--- config.mk ---
export PLATFORM = sky130hd
export DESIGN_NAME = sram_ctrl
export DESIGN_NICKNAME = d
export VERILOG_FILES = /design/src/rtl/sram_ctrl_pkg.sv /design/src/rtl/sram_wait_cnt.sv /design/src/rtl/sram_seq.sv /design/src/rtl/sram_dpath.sv /design/src/rtl/sram_ctrl.sv
export SDC_FILE = /design/constraint.sdc
export NUM_CORES = 1
export LEC_CHECK = 0
export BUFFER_PORTS_ARGS = -buffer_cell sky130_fd_sc_hd__buf_2
export CORE_MARGIN = 5
export CORE_UTILIZATION = 50
export DETAILED_ROUTE_END_ITERATION = 10
export MAX_ROUTING_LAYER = met4
export PLACE_DENSITY = 0.83
export SYNTH_ARGS = -nofsm -noshare
export SYNTH_HDL_FRONTEND = slang
export SYNTH_SLANG_ARGS = --single-unit
export TNS_END_PERCENT = 50
--- constraint.sdc ---
create_clock -name clk_i -period 3.06 [get_ports clk_i]
set_input_delay 0 -clock clk_i [delete_from_list [all_inputs] [get_ports clk_i]]
set_output_delay 0 -clock clk_i [all_outputs]
set_load 0.01 [all_outputs]
--- src/rtl/sram_ctrl_pkg.sv ---
package sram_ctrl_pkg;

  typedef enum logic [2:0] {
    ST_IDLE,
    ST_RD_ACCESS,
    ST_RD_SAMPLE,
    ST_RECOVER,
    ST_WR_TURN,
    ST_WR_PULSE,
    ST_WR_END
  } ctrl_state_e;

  typedef struct packed {
    logic ce_n;
    logic oe_n;
    logic we_n;
    logic dq_oe;
  } pin_ctl_t;

  // Pin levels are a pure function of the registered state.
  function automatic pin_ctl_t pins_for(ctrl_state_e st);
    pin_ctl_t p;
    p = '{ce_n: 1'b1, oe_n: 1'b1, we_n: 1'b1, dq_oe: 1'b0};
    case (st)
      ST_RD_ACCESS, ST_RD_SAMPLE: begin
        p.ce_n = 1'b0;
        p.oe_n = 1'b0;
      end
      ST_WR_TURN: p.ce_n = 1'b0;
      ST_WR_PULSE: begin
        p.ce_n  = 1'b0;
        p.we_n  = 1'b0;
        p.dq_oe = 1'b1;
      end
      ST_WR_END: begin
        p.ce_n  = 1'b0;
        p.dq_oe = 1'b1;
      end
      default: p = '{ce_n: 1'b1, oe_n: 1'b1, we_n: 1'b1, dq_oe: 1'b0};
    endcase
    return p;
  endfunction

endpackage

--- src/rtl/sram_wait_cnt.sv ---
module sram_wait_cnt #(
  parameter int CNT_W = 2
) (
  input  logic             clk_i,
  input  logic             rst_ni,
  input  logic             load_i,
  input  logic [CNT_W-1:0] load_val_i,
  output logic             zero_o
);

  logic [CNT_W-1:0] cnt_q;

  always_ff @(posedge clk_i or negedge rst_ni) begin
    if (!rst_ni) begin
      cnt_q <= '0;
    end else if (load_i) begin
      cnt_q <= load_val_i;
    end else if (cnt_q != '0) begin
      cnt_q <= cnt_q - 1'b1;
    end
  end

  assign zero_o = (cnt_q == '0);

endmodule

--- src/rtl/sram_seq.sv ---
module sram_seq
  import sram_ctrl_pkg::*;
#(
  parameter int TRC    = 4,
  parameter int TOHZ   = 2,
  parameter int WP_CYC = 3,
  parameter int CNT_W  = 3
) (
  input  logic             clk_i,
  input  logic             rst_ni,
  input  logic             req_valid_i,
  input  logic             req_we_i,
  input  logic             cnt_zero_i,
  output ctrl_state_e      state_o,
  output logic             accept_o,
  output logic             capture_o,
  output logic             cnt_load_o,
  output logic [CNT_W-1:0] cnt_val_o
);

  localparam logic [CNT_W-1:0] RD_LOAD   = CNT_W'(TRC - 2);
  localparam logic [CNT_W-1:0] TURN_LOAD = CNT_W'(TOHZ - 1);
  localparam logic [CNT_W-1:0] WP_LOAD   = CNT_W'(WP_CYC - 1);

  ctrl_state_e state_q, state_d;

  assign accept_o  = req_valid_i && (state_q == ST_IDLE);
  assign capture_o = (state_q == ST_RD_SAMPLE);
  assign state_o   = state_q;

  always_comb begin
    state_d    = state_q;
    cnt_load_o = 1'b0;
    cnt_val_o  = '0;
    case (state_q)
      ST_IDLE: begin
        if (req_valid_i) begin
          cnt_load_o = 1'b1;
          if (req_we_i) begin
            state_d   = ST_WR_TURN;
            cnt_val_o = TURN_LOAD;
          end else begin
            state_d   = ST_RD_ACCESS;
            cnt_val_o = RD_LOAD;
          end
        end
      end
      ST_RD_ACCESS: if (cnt_zero_i) state_d = ST_RD_SAMPLE;
      ST_RD_SAMPLE: state_d = ST_RECOVER;
      ST_RECOVER:   state_d = ST_IDLE;
      ST_WR_TURN: begin
        if (cnt_zero_i) begin
          state_d    = ST_WR_PULSE;
          cnt_load_o = 1'b1;
          cnt_val_o  = WP_LOAD;
        end
      end
      ST_WR_PULSE: if (cnt_zero_i) state_d = ST_WR_END;
      ST_WR_END:   state_d = ST_IDLE;
      default:     state_d = ST_IDLE;
    endcase
  end

  always_ff @(posedge clk_i or negedge rst_ni) begin
    if (!rst_ni) state_q <= ST_IDLE;
    else         state_q <= state_d;
  end

endmodule

--- src/rtl/sram_dpath.sv ---
module sram_dpath #(
  parameter int ADDR_W = 15,
  parameter int DATA_W = 8
) (
  input  logic              clk_i,
  input  logic              rst_ni,
  input  logic              accept_i,
  input  logic [ADDR_W-1:0] addr_i,
  input  logic [DATA_W-1:0] wdata_i,
  input  logic              capture_i,
  input  logic [DATA_W-1:0] dq_i,
  output logic [ADDR_W-1:0] addr_o,
  output logic [DATA_W-1:0] wdata_o,
  output logic [DATA_W-1:0] rdata_o,
  output logic              rd_valid_o
);

  logic [ADDR_W-1:0] addr_q;
  logic [DATA_W-1:0] wdata_q;
  logic [DATA_W-1:0] rdata_q;
  logic              rd_valid_q;

  always_ff @(posedge clk_i or negedge rst_ni) begin
    if (!rst_ni) begin
      addr_q  <= '0;
      wdata_q <= '0;
    end else if (accept_i) begin
      addr_q  <= addr_i;
      wdata_q <= wdata_i;
    end
  end

  always_ff @(posedge clk_i or negedge rst_ni) begin
    if (!rst_ni) begin
      rdata_q    <= '0;
      rd_valid_q <= 1'b0;
    end else begin
      rd_valid_q <= capture_i;
      if (capture_i) rdata_q <= dq_i;
    end
  end

  assign addr_o     = addr_q;
  assign wdata_o    = wdata_q;
  assign rdata_o    = rdata_q;
  assign rd_valid_o = rd_valid_q;

endmodule

--- src/rtl/sram_ctrl.sv ---
module sram_ctrl
  import sram_ctrl_pkg::*;
#(
  parameter int ADDR_W = 15,
  parameter int DATA_W = 8,
  parameter int TRC    = 4,
  parameter int TWP    = 3,
  parameter int TDW    = 2,
  parameter int TOHZ   = 2
) (
  input  logic              clk_i,
  input  logic              rst_ni,
  input  logic              req_valid_i,
  output logic              req_ready_o,
  input  logic              req_we_i,
  input  logic [ADDR_W-1:0] req_addr_i,
  input  logic [DATA_W-1:0] req_wdata_i,
  output logic              rd_valid_o,
  output logic [DATA_W-1:0] rd_data_o,
  output logic [ADDR_W-1:0] ram_addr_o,
  output logic              ram_ce_no,
  output logic              ram_oe_no,
  output logic              ram_we_no,
  output logic [DATA_W-1:0] ram_dq_o,
  output logic              ram_dq_oe_o,
  input  logic [DATA_W-1:0] ram_dq_i
);

  // Pulse must cover both the minimum width and the data setup window.
  localparam int WP_CYC   = (TWP > TDW) ? TWP : TDW;
  localparam int MAX_LOAD = (TRC > WP_CYC) ? ((TRC > TOHZ) ? TRC : TOHZ)
                                           : ((WP_CYC > TOHZ) ? WP_CYC : TOHZ);
  localparam int CNT_W    = (MAX_LOAD < 2) ? 1 : $clog2(MAX_LOAD + 1);

  ctrl_state_e      state;
  pin_ctl_t         pins;
  logic             accept;
  logic             capture;
  logic             cnt_load;
  logic [CNT_W-1:0] cnt_val;
  logic             cnt_zero;

  sram_seq #(
    .TRC    (TRC),
    .TOHZ   (TOHZ),
    .WP_CYC (WP_CYC),
    .CNT_W  (CNT_W)
  ) i_seq (
    .clk_i       (clk_i),
    .rst_ni      (rst_ni),
    .req_valid_i (req_valid_i),
    .req_we_i    (req_we_i),
    .cnt_zero_i  (cnt_zero),
    .state_o     (state),
    .accept_o    (accept),
    .capture_o   (capture),
    .cnt_load_o  (cnt_load),
    .cnt_val_o   (cnt_val)
  );

  sram_wait_cnt #(
    .CNT_W (CNT_W)
  ) i_wait (
    .clk_i      (clk_i),
    .rst_ni     (rst_ni),
    .load_i     (cnt_load),
    .load_val_i (cnt_val),
    .zero_o     (cnt_zero)
  );

  sram_dpath #(
    .ADDR_W (ADDR_W),
    .DATA_W (DATA_W)
  ) i_dpath (
    .clk_i      (clk_i),
    .rst_ni     (rst_ni),
    .accept_i   (accept),
    .addr_i     (req_addr_i),
    .wdata_i    (req_wdata_i),
    .capture_i  (capture),
    .dq_i       (ram_dq_i),
    .addr_o     (ram_addr_o),
    .wdata_o    (ram_dq_o),
    .rdata_o    (rd_data_o),
    .rd_valid_o (rd_valid_o)
  );

  assign pins        = pins_for(state);
  assign ram_ce_no   = pins.ce_n;
  assign ram_oe_no   = pins.oe_n;
  assign ram_we_no   = pins.we_n;
  assign ram_dq_oe_o = pins.dq_oe;
  assign req_ready_o = (state == ST_IDLE);

endmodule

# Word-level counts from Yosys, hierarchy flattened
# Index checks and enable logic that the tools add are counted.
[totals]
register_bits = 38
in_bits = 35
out_inout_bits = 37
word_cells = 44
[op_classes]
addsub = 1
eq_ne = 9
mux = 19
reduce_logical = 9
[op_table]
columns = ["operator", "n"]
rows = [
  ["two-way mux 3 bit", 8],
  ["one-hot mux 3 bit (5 select lines)", 1],
  ["== test 3 bit (second input constant)", 3],
  ["inequality test 2 bit (second input constant)", 4],
  ["logical NOT 3 bit", 2],
  ["two-way mux 1 bit", 6],
  ["one-hot mux 3 bit (2 select lines)", 1],
  ["OR reduction 5 bit", 1],
  ["two-way mux 2 bit", 2],
  ["AND reduction 4 bit", 1],
  ["OR reduction 2 bit", 2],
  ["== test 3 x 1 -> 1 bit (second input constant)", 1],
  ["== test 3 x 2 -> 1 bit (second input constant)", 1],
  ["nonzero test 3 bit", 1],
  ["subtractor 3 x 1 -> 3 bit (second input constant)", 1],
  ["one-hot mux 1 bit (2 select lines)", 1],
  ["nonzero test 2 bit", 1],
  ["logical AND 1 bit", 1],
]

# Longest topological paths before layout
[logic_depth]
word_depth = 4
mapped_depth = 6
ltp_nobuf = 6

# Cells and area by module
# Synthesis repeated with hierarchy kept, for this count alone.
[unflattened]
cells_unflattened = 115
area_unflattened_um2 = 1611.5
[modules_own_cells]
columns = ["module", "n_inst", "cells_each", "area_each_um2", "seq_area_each_um2"]
rows = [
  ["sram_dpath", 1, 66, 1177.4, 800.8],
  ["sram_wait_cnt", 1, 21, 200.2, 75.1],
  ["sram_seq", 1, 22, 191.4, 75.1],
  ["sram_ctrl", 1, 6, 42.5, 0.0],
]

# Least setup slack after synthesis
# Ideal clock, no wire load.
[synth_path]
path_type = "register to register"
start = "register i_seq.state_q[0] (netlist: i_seq.state_o[0])"
end = "register i_dpath.addr_q[14] (netlist: i_dpath.addr_o[14])"
setup_time_ns = 0.125
arrival_ns = 1.472
required_ns = 2.935
path_slack_ns = 1.463
stages_incl_launch_ff = 7
n_path_buf = 3
cell_sequence = "dfrtp_1 buf_6 nor3_4 and2_4 buf_8 buf_12 mux2_4"
[synth_via]
elab_chain_cells = 2
[synth_rtl]
columns = ["element", "line", "source"]
rows = [
  ["start: declaration", "sram_seq.sv:25", "ctrl_state_e state_q, state_d;"],
  ["start signal: assignment", "sram_seq.sv:66", "else state_q <= state_d;"],
  ["logical NOT 3 bit", "-", ""],
  ["net req_ready_o", "sram_ctrl.sv:14", "output logic req_ready_o,"],
  ["logical AND 1 bit", "sram_seq.sv:27", "assign accept_o = req_valid_i && (state_q == ST_IDLE);"],
  ["end signal: assignment", "sram_dpath.sv:28", "addr_q <= addr_i;"],
  ["end: declaration", "sram_dpath.sv:18", "logic [ADDR_W-1:0] addr_q;"],
]
# The timed path passes the listed nets, and every way through them passes these cells.
# A chain may end at the register's enable or synchronous reset.

# Final worst setup path
[layout_path]
start = "register i_seq.state_q[0] (netlist: i_seq.state_o[0])"
end = "register i_dpath.wdata_q[4] (netlist: i_dpath.wdata_o[4])"
[layout_via]
elab_chain_cells = 2
[layout_rtl]
columns = ["element", "line", "source"]
rows = [
  ["logical NOT 3 bit", "sram_seq.sv:27", ""],
  ["logical AND 1 bit", "sram_seq.sv:27", ""],
  ["end signal: assignment", "sram_dpath.sv:29", "wdata_q <= wdata_i;"],
  ["end: declaration", "sram_dpath.sv:19", "logic [DATA_W-1:0] wdata_q;"],
]
# Every way passes these cells.

==> flow_metrics.tcl <==
set metrics [dict create \
    status "finished clean" \
    avgRoutedWirePerCell_um 14.9 \
    drc_errors 0 \
    cp_max_fo 24 \
    yosys_warnings 0 \
    vias_per_cell 4.73 \
    placed_cells 221 \
    grt_pass1_vias 1328 \
    end_kind "register" \
    dieArea_um2 4620 \
    avgSynthCellArea_um2 15.4 \
    cts_setup_buffers 0 \
    hold_path_class "input port to register" \
    stdcell_count 261 \
    coreArea_um2 3280 \
    fin_tns_setup_ps 0 \
    hold_end "i_wait.cnt_q[0]$_DFFE_PN0P_" \
    hold_depth 3 \
    post-synth-top-area-cell "dfrtp_1" \
    routed_wl_um 3900 \
    drive_gt1_share_pct 52.1 \
    syn-instance-count 109 \
    n_antenna_cell 0 \
    power.internal_mw 1.49 \
    r2r_start "i_seq.state_o[0]$_DFFE_PN0P_" \
    setup_viol 0 \
    num_io_pins 72 \
    cp.required_ps 3300 \
    yosysUniqueCellTypes 29 \
    tightest_slew_ps 804 \
    rows 21 \
    p_leak_nw 1.21 \
    synthToLayoutAreaGrowth_pct 42.8 \
    grt_start_max_net_pins 39 \
    nets 252 \
    cts_tree "built" \
    switching_share_pct 35.8 \
    holdWs_ps 32.5 \
    clk_pin_slew_ps 110 \
    r2r-end "i_dpath.wdata_o[4]$_DFFE_PN0P_" \
    clkPwrFrac_pct 10.3 \
    p_seq_share_pct 40.1 \
    cap_violations 0 \
    postPlaceCellArea_um2 2030 \
    grt_pass1_wl_um 6130 \
    ctsResizeCount 0 \
    clock_latency_ps 340 \
    ys_ff_latch 38 \
    peakVddDrop_mv 0.540 \
    seq_area_frac_synth_pct 56.5 \
    routabilityCongestion 0.703 \
    skew_ps 9.94 \
    antenna_found_initial 0 \
    rsz0062_at_grt "false" \
    overflow 0 \
    ff2ff_setup_slack_ps 1320 \
    ant_nets 0 \
    min_from "req_valid_i" \
    num_vias 1235 \
    synthTopCellsByArea "dfrtp_1 57%, mux2_4 17%, mux2_2 8.0%" \
    synth_area_um2 1680 \
    portBuffers 71 \
    power_density_nw_per_um2 964 \
    finalInstanceArea_um2 2400 \
    initial_utilization_pct 51.2 \
    yosys.area.top_type_share_pct 56.5 \
    numCtsBuffers 5 \
    power.switching_mw 0.828 \
    reg2regPathDepth 3 \
    cts_root_buffer "clkbuf_4" \
    fin_crit_ps 1740 \
    grt.total_usage_pct 18.7 \
    dieWidth_um 68.0 \
    hold_viol_final 0 \
    cp-start-kind "register" \
    die_y_um 68.0 \
    finalMaxSlewViolations 0 \
    combPwrFrac_pct 49.6 \
    htreeDepth 2 \
    drtIter0Drc 45 \
    cts.sinks 38 \
    synth_nets 146 \
    post-route-period-util_pct 56.9 \
    holdBufCountCts 33 \
    clock.fmax_mhz 574 \
    drtPass1Iterations 4 \
    cts_buffer_depth 2 \
    cp.arrival_ps 1980 \
    critical_path_class "register to register" \
    maxSlewHeadroom_pct 46.4 \
]
cell usage after synthesis, drive strengths merged:
cell    number
dfrtp       38
mux2        31
buf          6
inv          4
nor2         3
o21ai        3
a21o         2
and2         2
ha           2
nand2        2
nand3        2
nor2b        2
o211ai       2
a211o        1
a32o         1
a32oi        1
mux2i        1
nand2b       1
nand3b       1
nor3         1
nor3b        1
o22ai        1
xor2         1
worst max-delay path, stage by stage (launching register included):
cell     delay (ps)
dfrtp_1         500
nor3_4          290
and2_4          460
mux2_2          390
layout by cell type, fill, tap and decap left out, types with 2 or more instances in the layout:
| master | n |
|---|---|
| nor2_1 | 3 |
| dlygate4sd3_1 | 33 |
| nand2_1 | 2 |
| clkbuf_4 | 5 |
| o21ai_0 | 3 |
| inv_1 | 4 |
| ha_1 | 2 |
| dfrtp_1 | 38 |
| mux2_4 | 19 |
| nand3_1 | 2 |
| o211ai_1 | 2 |
| nor2b_1 | 2 |
| mux2_2 | 12 |
| clkbuf_1 | 2 |
| buf_2 | 71 |
layer usage:
metal  share of wire (%)  GRT usage [%]  wire length [um]  vias up
li1                    -              -                 -      595
met1                  40           19.8              1550      588
met2                  52           33.3              2040       47
met3                 7.1           6.40               276        5
met4                0.85           4.47                33        0
met5                   0              -                 0        -
flip-flops by register name, summed over array words and instances, names as in the netlist:
name / count
i_dpath.addr_o: 15
i_dpath.rd_valid_o: 1
i_dpath.rdata_o: 8
i_dpath.wdata_o: 8
i_seq.state_o: 3
i_wait.cnt_q: 3
power groups by stage:
stage	logic [mW]	clock network (mW)	registers [mW]
finish	1.15	0.239	0.927
global route	1.25	0.267	0.961
CTS	1.16	0.242	0.928
detailed placement	1.12	0	0.936
global placement	1.09	0	0.909
floorplan	0.732	0	0.992
final cells by class:
| class | instances | area [um^2] |
|---|---|---|
| clock buffer | 7 | 45.0 |
| sequential | 38 | 951 |
| inverter | 4 | 15.0 |
| tap | 46 | 57.6 |
| timing repair buffer | 105 | 693 |
| fill | 211 | 883 |
| multi-input combinational | 61 | 639 |
metrics by stage:
step	utilization (%)	worst slack [ps]	power, mW
4_1_cts	73.1	1300	2.33
5_1_grt	73.1	1200	2.48
2_1_floorplan	-	1460	1.72
6_report	73.1	1320	2.31
3_5_place_dp	61.7	1300	2.06
3_3_place_gp	61.7	1400	1.99
logic make-up after synthesis:
group | count (synthesis) | synth area share, %
AOI/OAI and AO/OA | 11 | 4.76
xor gates and xnor gates | 1 | 0.521
adders and majority gates | 2 | 1.49
buffers and inverters | 10 | 5.43
DFF | 38 | 56.5
muxes | 32 | 25.6
and+or+nand+nor | 15 | 5.66
worst max path at each step:
stage	start	to	slack (ps)	depth (start not counted)
2_1_floorplan	i_seq.state_o[0]$_DFFE_PN0P_	i_dpath.addr_o[14]$_DFFE_PN0P_	1460	6
3_3_place_gp	i_seq.state_o[0]$_DFFE_PN0P_	i_dpath.addr_o[0]$_DFFE_PN0P_	1400	3
3_5_place_dp	i_seq.state_o[0]$_DFFE_PN0P_	i_dpath.wdata_o[4]$_DFFE_PN0P_	1300	3
4_1_cts	i_seq.state_o[0]$_DFFE_PN0P_	i_dpath.wdata_o[4]$_DFFE_PN0P_	1300	3
5_1_grt	i_seq.state_o[0]$_DFFE_PN0P_	i_dpath.wdata_o[3]$_DFFE_PN0P_	1200	3
6_report	i_seq.state_o[0]$_DFFE_PN0P_	i_dpath.wdata_o[4]$_DFFE_PN0P_	1320	3
Note: power is estimated with default switching activity, not from simulation.
